$ cat src/rtl/wdog_pkg.sv
package wdog_pkg;
  typedef enum logic [1:0] {
    EV_NONE  = 2'd0,
    EV_RESET = 2'd1,
    EV_WAKE  = 2'd2
  } wdog_evt_e;

  function automatic int unsigned base_ticks(int unsigned tick_hz, int unsigned period_us);
    longint unsigned prod;
    prod = longint'(tick_hz) * longint'(period_us);
    return int'(prod / 64'd1000000);
  endfunction
endpackage

$ cat src/rtl/wdog_prediv.sv
module wdog_prediv #(
  parameter int unsigned RATIO_W = 3
) (
  input  logic               clk_i,
  input  logic               rst_ni,
  input  logic               clear_i,
  input  logic               tick_i,
  input  logic               bypass_i,
  input  logic [RATIO_W-1:0] ratio_i,
  output logic               step_o
);
  localparam int unsigned PRE_W = (1 << RATIO_W) - 1;
  localparam logic [PRE_W-1:0] ONE = PRE_W'(1);

  logic [PRE_W-1:0] pre_q;
  logic [PRE_W:0]   one_hot;
  logic [PRE_W-1:0] mask;
  logic             at_top;

  assign one_hot = (PRE_W+1)'(1) << ratio_i;
  assign mask    = one_hot[PRE_W-1:0] - ONE;
  // >= so that a ratio lowered mid-count still terminates
  assign at_top  = (pre_q >= mask);
  assign step_o  = tick_i & ~clear_i & (bypass_i | at_top);

  always_ff @(posedge clk_i or negedge rst_ni) begin
    if (!rst_ni) begin
      pre_q <= '0;
    end else if (clear_i || bypass_i) begin
      pre_q <= '0;
    end else if (tick_i) begin
      pre_q <= at_top ? '0 : pre_q + ONE;
    end
  end
endmodule

$ cat src/rtl/wdog_count.sv
module wdog_count #(
  parameter int unsigned BASE = 36
) (
  input  logic clk_i,
  input  logic rst_ni,
  input  logic clear_i,
  input  logic adv_i,
  output logic wrap_o
);
  localparam int unsigned CNT_W = (BASE > 2) ? $clog2(BASE) : 1;
  localparam logic [CNT_W-1:0] LAST = CNT_W'(BASE - 1);
  localparam logic [CNT_W-1:0] ONE  = CNT_W'(1);

  logic [CNT_W-1:0] cnt_q;

  assign wrap_o = adv_i & ~clear_i & (cnt_q == LAST);

  always_ff @(posedge clk_i or negedge rst_ni) begin
    if (!rst_ni) begin
      cnt_q <= '0;
    end else if (clear_i) begin
      cnt_q <= '0;
    end else if (adv_i) begin
      cnt_q <= (cnt_q == LAST) ? '0 : cnt_q + ONE;
    end
  end
endmodule

$ cat src/rtl/wdog_presc.sv
module wdog_presc
  import wdog_pkg::*;
#(
  parameter int unsigned TICK_HZ   = 2000,
  parameter int unsigned PERIOD_US = 18000,
  parameter int unsigned RATIO_W   = 3
) (
  input  logic               clk_i,
  input  logic               rst_ni,
  input  logic               tick_i,
  input  logic               clr_i,
  input  logic               sleep_i,
  input  logic               en_i,
  input  logic               pre_assign_i,
  input  logic [RATIO_W-1:0] ratio_i,
  output logic               rst_req_o,
  output logic               wake_req_o,
  output logic               expired_o
);
  localparam int unsigned BASE_TICKS = base_ticks(TICK_HZ, PERIOD_US);

  logic      restart;
  logic      step;
  logic      expire;
  logic      asleep_q;
  logic      rst_req_q, wake_req_q, flag_q;
  wdog_evt_e evt;

  assign restart = clr_i | sleep_i | ~en_i;

  wdog_prediv #(.RATIO_W(RATIO_W)) u_prediv (
    .clk_i    (clk_i),
    .rst_ni   (rst_ni),
    .clear_i  (restart),
    .tick_i   (tick_i),
    .bypass_i (~pre_assign_i),
    .ratio_i  (ratio_i),
    .step_o   (step)
  );

  wdog_count #(.BASE(BASE_TICKS)) u_count (
    .clk_i   (clk_i),
    .rst_ni  (rst_ni),
    .clear_i (restart),
    .adv_i   (step),
    .wrap_o  (expire)
  );

  always_comb begin
    evt = EV_NONE;
    if (expire) evt = asleep_q ? EV_WAKE : EV_RESET;
  end

  always_ff @(posedge clk_i or negedge rst_ni) begin
    if (!rst_ni) begin
      asleep_q   <= 1'b0;
      rst_req_q  <= 1'b0;
      wake_req_q <= 1'b0;
      flag_q     <= 1'b0;
    end else begin
      rst_req_q  <= (evt == EV_RESET);
      wake_req_q <= (evt == EV_WAKE);
      if (sleep_i)              asleep_q <= 1'b1;
      else if (evt == EV_WAKE)  asleep_q <= 1'b0;
      if (clr_i)                flag_q <= 1'b0;
      else if (expire)          flag_q <= 1'b1;
    end
  end

  assign rst_req_o  = rst_req_q;
  assign wake_req_o = wake_req_q;
  assign expired_o  = flag_q;
endmodule

$ cat config.mk
export PLATFORM = sky130hd
export DESIGN_NAME = wdog_presc
export DESIGN_NICKNAME = d
export VERILOG_FILES = /design/src/rtl/wdog_pkg.sv /design/src/rtl/wdog_prediv.sv /design/src/rtl/wdog_count.sv /design/src/rtl/wdog_presc.sv
export SDC_FILE = /design/constraint.sdc
export NUM_CORES = 1
export LEC_CHECK = 0
export CORE_AREA = 2 2 44 66
export DETAILED_ROUTE_END_ITERATION = 6
export DIE_AREA = 0 0 46 68
export GPL_TIMING_DRIVEN = 0
export SETUP_SLACK_MARGIN = 0.02
export SLEW_MARGIN = 40
export SYNTH_ARGS = -nofsm -noshare
export SYNTH_HDL_FRONTEND = slang
export SYNTH_HIERARCHICAL = 1
export SYNTH_SLANG_ARGS = --single-unit
$ cat constraint.sdc
create_clock -name clk_i -period 3.35 [get_ports clk_i]
set_clock_uncertainty 0.2 [all_clocks]
set_input_delay 0.67 -clock clk_i [delete_from_list [all_inputs] [get_ports clk_i]]
set_output_delay 0.67 -clock clk_i [all_outputs]
set_load 0.05 [all_outputs]
==> results of run 1 <==
==> synthesized netlist by cell type (all sizes together) <==
cell,count
nand2,9
o31ai,2
nor3,4
mux2i,1
or3b,3
a31oi,1
a21o,2
o21ai,4
and3b,1
ha,9
nand2b,3
o311ai,1
nand3,7
and2,1
dfrtp,17
inv,8
xnor2,4
nor2,17
or2,1
or3,1
o21a,1
o32a,1
xor2,3
o211a,1
o221ai,1
buf,1
nand4,3
a21oi,5
==> metal layers <==
layer  track usage (%)  routed length, um
met5                 0                  0
met4             8.214                 19
met3             2.902                 65
met2             28.82               1117
met1             17.28                832
==> sequential cells by signal, indices dropped and copies added (netlist names) <==
| signal | cells |
|---|---|
| wake_req_o | 1 |
| u_count/cnt_q | 6 |
| rst_req_o | 1 |
| expired_o | 1 |
| asleep_q | 1 |
| u_prediv/pre_q | 7 |
==> power groups by stage <==
stage          logic (W)  registers [W]  clock network, W
2_1_floorplan  0.0000130       0.000210                 0
3_3_place_gp   0.0000326       0.000210                 0
3_5_place_dp   0.0000335       0.000210                 0
4_1_cts        0.0000329       0.000206          0.000158
5_1_grt        0.0000363       0.000206          0.000166
6_report       0.0000317       0.000206          0.000151
==> path summary, 6_finish.rpt <==
check	end	slack, ns	from
setup / recovery	u_count/cnt_q[5]	0.16	ratio_i[0]
hold / removal	expired_o	0.13	rst_ni
setup reg to reg	u_count/cnt_q[5]	0.88	u_prediv/pre_q[0]
hold reg to reg	rst_req_o	0.24	asleep_q
max in group asynchronous	u_prediv/pre_q[0]	2.54	rst_ni
min in group clk_i	rst_req_o	0.24	asleep_q
==> final cells by class <==
| class | instances | area, um^2 | area share [%] |
|---|---|---|---|
| clock inverters | 1 | 5.005 | 0.4107 |
| multi-input cells | 86 | 565.5 | 46.41 |
| flip-flops and latches | 17 | 425.4 | 34.91 |
| clock buffers | 3 | 41.29 | 3.388 |
| inverters | 8 | 30.03 | 2.464 |
| repair buffers | 12 | 112.6 | 9.240 |
| well taps | 25 | 31.28 | 2.567 |
| plain buffers | 1 | 7.507 | 0.6160 |
==> timing repair <==
item / CTS / global route
gates cloned: 0 / 0
hold buffers: 0 / 0
pin swaps: 1 / 0
endpoints found under the setup margin: 2 / 1
gates resized for setup: 3 / 1
endpoints found under the hold margin: 0 / 0
buffers inserted: 0 / 0
==> stage by stage <==
step | setup TNS, ns | utilization, %
finish | 0 | 47.05
global route | 0 | 47.05
CTS | 0 | 47.10
detailed placement | -1.063 | 45.41
global placement | -1.023 | 45.41
floorplan | 0 | -
==> critical path: stages <==
cell and delay, ns:
clkdlybuf4s50_1 0.45, or3_1 0.33, ha_1 0.27, nand2b_1 0.09, a31oi_1 0.13, o21ai_2 0.18
o211a_1 0.15, buf_4 0.15, or3b_1 0.35, o32a_1 0.29, o31ai_1 0.08
==> cell families after synthesis <==
logic type / Yosys count / share of synthesized area, %
AO/OA/AOI/OAI: 19 / 12.94
buffers and inverters: 9 / 3.663
flip-flops: 17 / 41.51
adder cells (fa/ha/maj): 9 / 10.99
AND/OR/NAND/NOR: 50 / 23.93
multiplexers: 1 / 0.9768
XOR/XNOR: 7 / 5.983
==> summary.md, run 1 <==
| Metric | Value |
|---|---|
| Tmin final | 3.190 ns |
| Final ANT Viol Nets | 0 |
| Pre-CTS setup slack | -0.3277 ns |
| GRT Util Overall | 16.11% |
| Post-Route WL | 2.034 mm |
| Peak Freq | 0.3134 GHz |
| Fin crit share | 95.23% |
| Placed cell area | 1176 um^2 |
| Crit-path max FO | 9 |
| CTS tree | yes |
| Clk_lat worst skew | 0.25 ns |
| N_diodes | 0 |
| Int Power | 0.0003017 W |
| Mapped Area | 1025 um^2 |
| Leak Pwr | 0.5374 nW |
| WP data required | 3.30 ns |
| Most frequent cells in the layout | nor2_1 (17), dfrtp_1 (17), nand2_1 (9), clkdlybuf4s50_1 (9), ha_1 (9) |
| Final std cells w/o fill | 153 |
| Startpoint types | input port |
| Largest buffer count on any clock path | 2 |
| Seq cells post-synth | 17 |
| Vias per cell | 5.431 |
| Root buffer cell | clkbuf_8 |
| Total clock sinks | 17 |
| Area growth syn-to-layout | 18.93% |
| Seq pwr share | 53.0% |
| Final nets | 148 |
| CTS clock-pin slew for the worst setup and hold paths | 0.07 ns |
| Setup WS post-layout | 0.1596 ns |
| Total power | 0.0003882 W |
| Psw | 0.00008651 W |
| Final Hold Fails | 0 |
| Outcome | completed |
| Placed cells | 149 |
| H-tree levels | 1 |
| Clock share of power | 38.8% |
| Final setup violation count | 0 |
| Slew margin rel. | 65.69% |
| Max VDD drop | 0.2335 mV |
| WL/cell | 13.29 um |
| First-pass GRT wire length | 3.594 mm |
| Register area share after synthesis | 41.51% |
| Logic pwr share | 8.2% |
| Floorplan row count | 23 |
| Syn nets | 131 |
| DRC | 0 |
| CTS Buf Count | 3 |
| Tightest Hold Check Type | in -> async |
| Horiz. Die Dim | 46 um |
| WP data arrival | 3.14 ns |
| Vias | 831 |
| Final Slew Violations | 0 |
| RSZ-0062 raised after global routing | no |
| Number of global-route vias before repair | 866 |
| Port bufs | 12 |
| Area contributors post-synth | dfrtp_1 (42%), ha_1 (11%), nor2_1 (6.2%) |
| Core ar. | 2590 um^2 |
| Leading area contributor after synthesis | dfrtp_1 |
| IO Count | 13 |
| DP HPWL | 1.598 mm |
| Fillers | 258 |
| Final instance area | 1219 um^2 |
| Mapped Cells | 112 |
| WHS | 0.1296 ns |
| Die height | 68 um |
| PwrDens | 318.6 nW/um^2 |
| Initial antenna violation count | 0 |
| Setup crit end kind | register |
| Starting Density | 39.57% |
| Avg Cell Area, Syn | 9.149 um^2 |
| Worst slew pin tran | 0.5103 ns |
| Cells on worst reg2reg path | 10 |
| Unique masters post-synth | 30 |
| Largest net degree at the start of global routing | 18 |
| Sw Share | 22.28% |
| Share of cells above drive strength 1 | 8.594% |
| Yosys top cell area share | 41.51% |
| DIE AREA | 3128 um^2 |
| Congestion Overflow GR | 0 |
| YS warnings | 6 |
| DR pass1 iterations | 2 |
| RePlAce Congestion | 0.7640 |
| Detailed Route Iter0 Violations | 11 |
| Maxcap violations | 0 |
| Setup CP Type | in -> reg |
(Power assumes the default switching activity.)
==> run 2, diff against run 1 <==
Settings changed: GPL_TIMING_DRIVEN 0 to default, TNS_END_PERCENT from default to 10.
==> run 2 against run 1 <==
Sequential share of layout area is 1.2 points lower; sequential cell count stayed put; via count rose by 2.4%; sequential power about the same; die area did not move; combinational power up 17%; highest routed layer unchanged.
==> summary.md, run 2 (same netlist as run 1, synthesis figures left out) <==
| Metric | Value |
|---|---|
| Final instance area | 1262 um^2 (was 1219 um^2) |
| Detailed Route Iter0 Violations | 19 (was 11) |
| Leak Pwr | 0.5613 nW (was 0.5374 nW) |
| Largest Register | u_prediv/pre_q (unchanged) |
| Largest buffer count on any clock path | 2 (unchanged) |
| Horiz. Die Dim | 46 um (unchanged) |
| Maxcap violations | 0 (unchanged) |
| Core ar. | 2590 um^2 (unchanged) |
| Share of cells above drive strength 1 | 11.94% (was 8.594%) |
| Largest regs | u_prediv/pre_q (7), u_count/cnt_q (6) (unchanged) |
| Post CTS Setup Buffer Count | 0 (unchanged) |
| Fin Setup TNS | 0 ns (unchanged) |
| Post-Route WL | 2.128 mm (was 2.034 mm) |
| Crit-path max FO | 4 (was 9) |
| Port bufs | 12 (unchanged) |
| First-pass GRT wire length | 3.760 mm (was 3.594 mm) |
| WP data arrival | 3.19 ns (was 3.14 ns) |
| Vias | 851 (was 831) |
| Final std cells w/o fill | 159 (was 153) |
| WL/cell | 13.38 um (was 13.29 um) |
| Final Slew Violations | 0 (unchanged) |
| H-tree levels | 1 (unchanged) |
| Seq pwr share | 51.3% (was 53.0%) |
| DR pass1 iterations | 4 (was 2) |
| IO Count | 13 (unchanged) |
| Setup CP Type | in -> reg (unchanged) |
| Total clock sinks | 17 (unchanged) |
| CTS clock-pin slew for the worst setup and hold paths | 0.07 ns (about the same) |
| CTS Buf Count | 3 (unchanged) |
| CTS tree | yes (unchanged) |
| Most frequent cells in the layout | nor2_1 (17), dfrtp_1 (17), clkdlybuf4s50_1 (11) (was nor2_1 (17), dfrtp_1 (17), nand2_1 (9), clkdlybuf4s50_1 (9), ha_1 (9)) |
| Startpoint types | input port (unchanged) |
| Fin crit share | 96.21% (was 95.23%) |
| Die height | 68 um (unchanged) |
| Final nets | 154 (was 148) |
| Area growth syn-to-layout | 23.20% (was 18.93%) |
| DP HPWL | 1.668 mm (was 1.598 mm) |
| Setup crit end kind | register (unchanged) |
| Final ANT Viol Nets | 0 (unchanged) |
| Placed cell area | 1221 um^2 (was 1176 um^2) |
| Root buffer cell | clkbuf_8 (unchanged) |
| Tightest Hold Check Type | in -> async (unchanged) |
| Post-cts gate resize count | 0 (was 3) |
| N_diodes | 0 (unchanged) |
| Clk_lat worst skew | 0.26 ns (was 0.25 ns) |
| Floorplan row count | 23 (unchanged) |
| Clock share of power | 39.5% (was 38.8%) |
| Psw | 0.00009513 W (was 0.00008651 W) |
| Max VDD drop | 0.3577 mV (was 0.2335 mV) |
| CTS Hold Buffers Added | 0 (unchanged) |
| DRC | 0 (unchanged) |
| Vias per cell | 5.352 (was 5.431) |
| Starting Density | 39.57% (unchanged) |
| Worst slew pin tran | 0.5000 ns (was 0.5103 ns) |
| Congestion Overflow GR | 0 (unchanged) |
| Logic pwr share | 9.2% (was 8.2%) |
| Peak Freq | 0.3103 GHz (was 0.3134 GHz) |
| Number of global-route vias before repair | 909 (was 866) |
| DIE AREA | 3128 um^2 (unchanged) |
| Initial antenna violation count | 0 (unchanged) |
| Outcome | completed (unchanged) |
| Sw Share | 23.70% (was 22.28%) |
| RSZ-0062 raised after global routing | no (unchanged) |
| WP data required | 3.31 ns (was 3.30 ns) |
| Final Hold Fails | 0 (unchanged) |
| Number of flip-flops in the largest register | 7 (unchanged) |
| Final setup violation count | 0 (unchanged) |
| Largest net degree at the start of global routing | 18 (unchanged) |
| PwrDens | 317.9 nW/um^2 (was 318.6 nW/um^2) |
| Int Power | 0.0003062 W (was 0.0003017 W) |
| GRT Util Overall | 17.03% (was 16.11%) |
| Slew margin rel. | 66.56% (was 65.69%) |
| Tmin final | 3.223 ns (was 3.190 ns) |
| RePlAce Congestion | 0.8145 (was 0.7640) |
| Placed cells | 155 (was 149) |
## run 2: changes by cell type in the layout (fill, tap and decap cells not counted)
cell / before / now
o21ai_2: 1 / 0
dlygate4sd2_1: 2 / 0
o21ai_0: 3 / 4
buf_4: 1 / 7
clkdlybuf4s50_1: 9 / 11
## run 2: layout make-up
class	count	area, um^2
fill	268	1328
clock buffer	3	41.29
sequential	17	425.4
tap	25	31.28
multi-input combinational	86	561.8
timing repair buffer	19	167.7
inverter	8	30.03
clock inverter	1	5.005
## run 2: critical path, cell delays in order
cell and delay (ns):
clkdlybuf4s50_1 0.42, or3_1 0.38, ha_1 0.27, nand2b_1 0.09, a31oi_1 0.10, o21ai_0 0.30, o211a_1 0.23, or3b_1 0.35
o32a_1 0.29, o31ai_1 0.07
## run 2: power by group through the flow
| stage | Combinational, W | Sequential, W | Clock (W) |
|---|---|---|---|
| final | 0.0000370 | 0.000206 | 0.000159 |
| after global routing | 0.0000421 | 0.000206 | 0.000172 |
| after CTS | 0.0000383 | 0.000206 | 0.000162 |
| after detailed placement | 0.0000381 | 0.000210 | 0 |
| after global placement | 0.0000371 | 0.000210 | 0 |
| after floorplan | 0.0000130 | 0.000210 | 0 |
## run 2: final timing paths
kind | endpoint | slack [ns] | cells past startpoint | startpoint
setup / recovery | u_count/cnt_q[5] | 0.13 | 10 | ratio_i[1]
hold / removal | u_count/cnt_q[0] | 0.12 | 1 | rst_ni
setup reg to reg | u_count/cnt_q[5] | 0.86 | 9 | u_prediv/pre_q[0]
hold reg to reg | rst_req_o | 0.24 | 1 | asleep_q
max in group asynchronous | u_count/cnt_q[5] | 2.55 | 1 | rst_ni
min in group clk_i | rst_req_o | 0.24 | 1 | asleep_q
## run 2: stage by stage
stage | total power (W) | utilization, % | hold slack (ns) | worst slack [ns]
after CTS | 0.0004062 | 48.94 | 0.2400 | 0.1309
after detailed placement | 0.0002478 | 47.15 | 0.2318 | -0.1249
after floorplan | 0.0002226 | - | 0.1744 | 0.3873
final | 0.0004013 | 48.74 | 0.1240 | 0.1271
after global placement | 0.0002468 | 47.15 | 0.2228 | -0.04370
after global routing | 0.0004200 | 48.74 | 0.1503 | 0.05842
## run 2: routing by layer
metal | vias up | track usage (%) | share of wire, %
met5 | - | 0 | 0
met4 | 0 | 12.14 | 3.9
met3 | 6 | 2.111 | 2.7
met2 | 15 | 29.34 | 52
met1 | 395 | 18.33 | 42
li1 | 435 | - | -
==> run 3, diff against run 2 <==
Settings changed: CORE_AREA 2 2 44 66 to 4 4 46 68, DIE_AREA 0 0 46 68 to 0 0 50 72, SLEW_MARGIN 40 to 20.
==> run 3 against run 2 <==
Maximum frequency rose by 2.5%; via count rose by 2.0%; first-iteration DRC count rose by 16%; non-clock buffer count fell by 2; register-to-register slack improved by 0.09 ns; critical path depth did not move; critical path type unchanged; critical endpoint unchanged; largest cell class unchanged.
==> summary.md, run 3 (same netlist as run 1, synthesis figures left out) <==
| Metric | Value |
|---|---|
| Int Power | 0.0003074 W (was 0.0003062 W) |
| DRC | 0 (unchanged) |
| Total clock sinks | 17 (unchanged) |
| Final setup violation count | 0 (unchanged) |
| DIE AREA | 3600 um^2 (was 3128 um^2) |
| Largest regs | u_prediv/pre_q (7), u_count/cnt_q (6) (unchanged) |
| Final Hold Fails | 0 (unchanged) |
| Setup crit end kind | register (unchanged) |
| Startpoint types | input port (unchanged) |
| Horiz. Die Dim | 50 um (was 46 um) |
| HP Start | asleep_q |
| Slew margin rel. | 49.54% (was 66.56%) |
| WL/cell | 12.56 um (was 13.38 um) |
| CTS Buf Count | 3 (unchanged) |
| Clk_lat worst skew | 0.25 ns (was 0.26 ns) |
| Final Slew Violations | 0 (unchanged) |
| Most frequent cells in the layout | nor2_1 (17), dfrtp_1 (17), clkdlybuf4s50_1 (12) (was nor2_1 (17), dfrtp_1 (17), clkdlybuf4s50_1 (11)) |
| WP data required | 3.30 ns (was 3.31 ns) |
| Largest net degree at the start of global routing | 18 (unchanged) |
| Seq pwr share | 52.9% (was 51.3%) |
| IO Count | 13 (unchanged) |
| Die height | 72 um (was 68 um) |
| Sw Share | 21.06% (was 23.70%) |
| WHS | 0.2435 ns (was 0.1240 ns) |
| CP Launch Point | ratio_i[1] (unchanged) |
| Number of global-route vias before repair | 910 (was 909) |
| Number of flip-flops in the largest register | 7 (unchanged) |
| Crit-path max FO | 5 (was 4) |
| Detailed Route Iter0 Violations | 22 (was 19) |
| DP HPWL | 1.631 mm (was 1.668 mm) |
| Setup CP Type | in -> reg (unchanged) |
| CTS tree | yes (unchanged) |
| Min-Delay Path Depth | 1 |
| Congestion Overflow GR | 0 (unchanged) |
| RePlAce Congestion | 0.7918 (was 0.8145) |
| Final instance area | 1266 um^2 (was 1262 um^2) |
| Root buffer cell | clkbuf_8 (unchanged) |
| Fillers | 253 (was 268) |
| Logic pwr share | 9.2% (about the same) |
| Largest buffer count on any clock path | 2 (unchanged) |
| First-pass GRT wire length | 3.795 mm (was 3.760 mm) |
| Clock share of power | 37.9% (was 39.5%) |
| Area growth syn-to-layout | 23.56% (was 23.20%) |
| Max VDD drop | 0.2322 mV (was 0.3577 mV) |
| Leak Pwr | 0.5498 nW (was 0.5613 nW) |
| DR pass1 iterations | 4 (unchanged) |
| R2r startpoint | u_prediv/pre_q[6] (was u_prediv/pre_q[0]) |
| Worst slew pin tran | 0.7546 ns (was 0.5000 ns) |
| Post-Route WL | 2.123 mm (was 2.128 mm) |
| Floorplan row count | 23 (unchanged) |
| Vias | 868 (was 851) |
| Share of cells above drive strength 1 | 9.091% (was 11.94%) |
| WP data arrival | 3.09 ns (was 3.19 ns) |
| Starting Density | 39.13% (was 39.57%) |
| Port bufs | 12 (unchanged) |
| N_diodes | 0 (unchanged) |
| Placed cell area | 1221 um^2 (unchanged) |
| Outcome | completed (unchanged) |
| Tightest Hold Check Type | reg -> reg (was in -> async) |
| Final nets | 152 (was 154) |
| Peak Freq | 0.3181 GHz (was 0.3103 GHz) |
| H-tree levels | 1 (unchanged) |
| GRT Util Overall | 13.60% (was 17.03%) |
| PwrDens | 307.6 nW/um^2 (was 317.9 nW/um^2) |
| RSZ-0062 raised after global routing | no (unchanged) |
| Tmin final | 3.144 ns (was 3.223 ns) |
| Cells on worst reg2reg path | 8 (was 9) |
| Psw | 0.00008203 W (was 0.00009513 W) |
| Core ar. | 2619 um^2 (was 2590 um^2) |
| Final ANT Viol Nets | 0 (unchanged) |
| CTS clock-pin slew for the worst setup and hold paths | 0.06 ns (was 0.07 ns) |
| Final Util | 48.35% (was 48.74%) |
| Fin crit share | 93.85% (was 96.21%) |
| Initial antenna violation count | 0 (unchanged) |
| CTS Hold Buffers Added | 0 (unchanged) |
| Vias per cell | 5.136 (was 5.352) |
| Largest Register | u_prediv/pre_q (unchanged) |
| Maxcap violations | 0 (unchanged) |
[run 3: changes by cell type in the layout (fill, tap and decap cells not counted)]
cell / before / now
clkdlybuf4s50_1: 11 / 12
clkbuf_1: 0 / 1
o21ai_1: 0 / 1
buf_4: 7 / 5
o21ai_0: 4 / 3
clkinv_2: 1 / 0
buf_2: 1 / 0
[run 3: metrics by stage]
| stage | setup slack, ns | TNS (ns) | cells | power [W] |
|---|---|---|---|---|
| after CTS | 0.1415 | 0 | 169 | 0.0003980 |
| after global routing | 0.04005 | 0 | 169 | 0.0004132 |
| after floorplan | 0.3873 | 0 | 112 | 0.0002226 |
| final | 0.2059 | 0 | 169 | 0.0003894 |
| after detailed placement | -0.09598 | -0.1610 | 165 | 0.0002462 |
| after global placement | -0.01374 | -0.01374 | 165 | 0.0002459 |
[run 3: cell type report]
class | instances | area (um^2) | share of cell area (%)
sequential | 17 | 425.4 | 33.60
timing repair buffer | 17 | 157.7 | 12.45
tap | 37 | 46.29 | 3.656
multi-input combinational | 86 | 561.8 | 44.37
clock buffer | 4 | 45.04 | 3.557
inverter | 8 | 30.03 | 2.372
[run 3: critical path, stage by stage]
cell and delay, ns:
clkdlybuf4s50_1 0.41, or3_1 0.38, ha_1 0.27, nand2b_1 0.09, a31oi_1 0.11, o21ai_1 0.20, o211a_1 0.24, or3b_1 0.37
o32a_1 0.29, o31ai_1 0.07
[run 3: metal layers]
| metal | vias to the layer above | track usage (%) | routed length (um) |
|---|---|---|---|
| li1 | 430 | - | - |
| met5 | - | 0 | 0 |
| met2 | 18 | 24.13 | 1180 |
| met4 | 0 | 8.000 | 44 |
| met1 | 412 | 14.90 | 834 |
| met3 | 8 | 2.259 | 63 |
[run 3: power groups by stage]
stage | Combinational [W] | Sequential, W | Clock, W
final | 0.0000359 | 0.000206 | 0.000148
after CTS | 0.0000368 | 0.000206 | 0.000155
after floorplan | 0.0000130 | 0.000210 | 0
after global routing | 0.0000414 | 0.000206 | 0.000166
after detailed placement | 0.0000365 | 0.000210 | 0
after global placement | 0.0000362 | 0.000210 | 0
[run 3: final timing paths]
check	endpoint	slack (ns)
max	u_count/cnt_q[5]	0.21
min	rst_req_o	0.24
max reg2reg	u_count/cnt_q[5]	0.95
min reg2reg	rst_req_o	0.24
max in group asynchronous	u_prediv/pre_q[2]	1.81
min in group asynchronous	u_count/cnt_q[2]	0.67
[run 3: timing repair]
item                                    4_1_cts  5_1_grt
gates resized for setup                       0        1
endpoints found under the setup margin        0        3
setup buffers                                 0        0
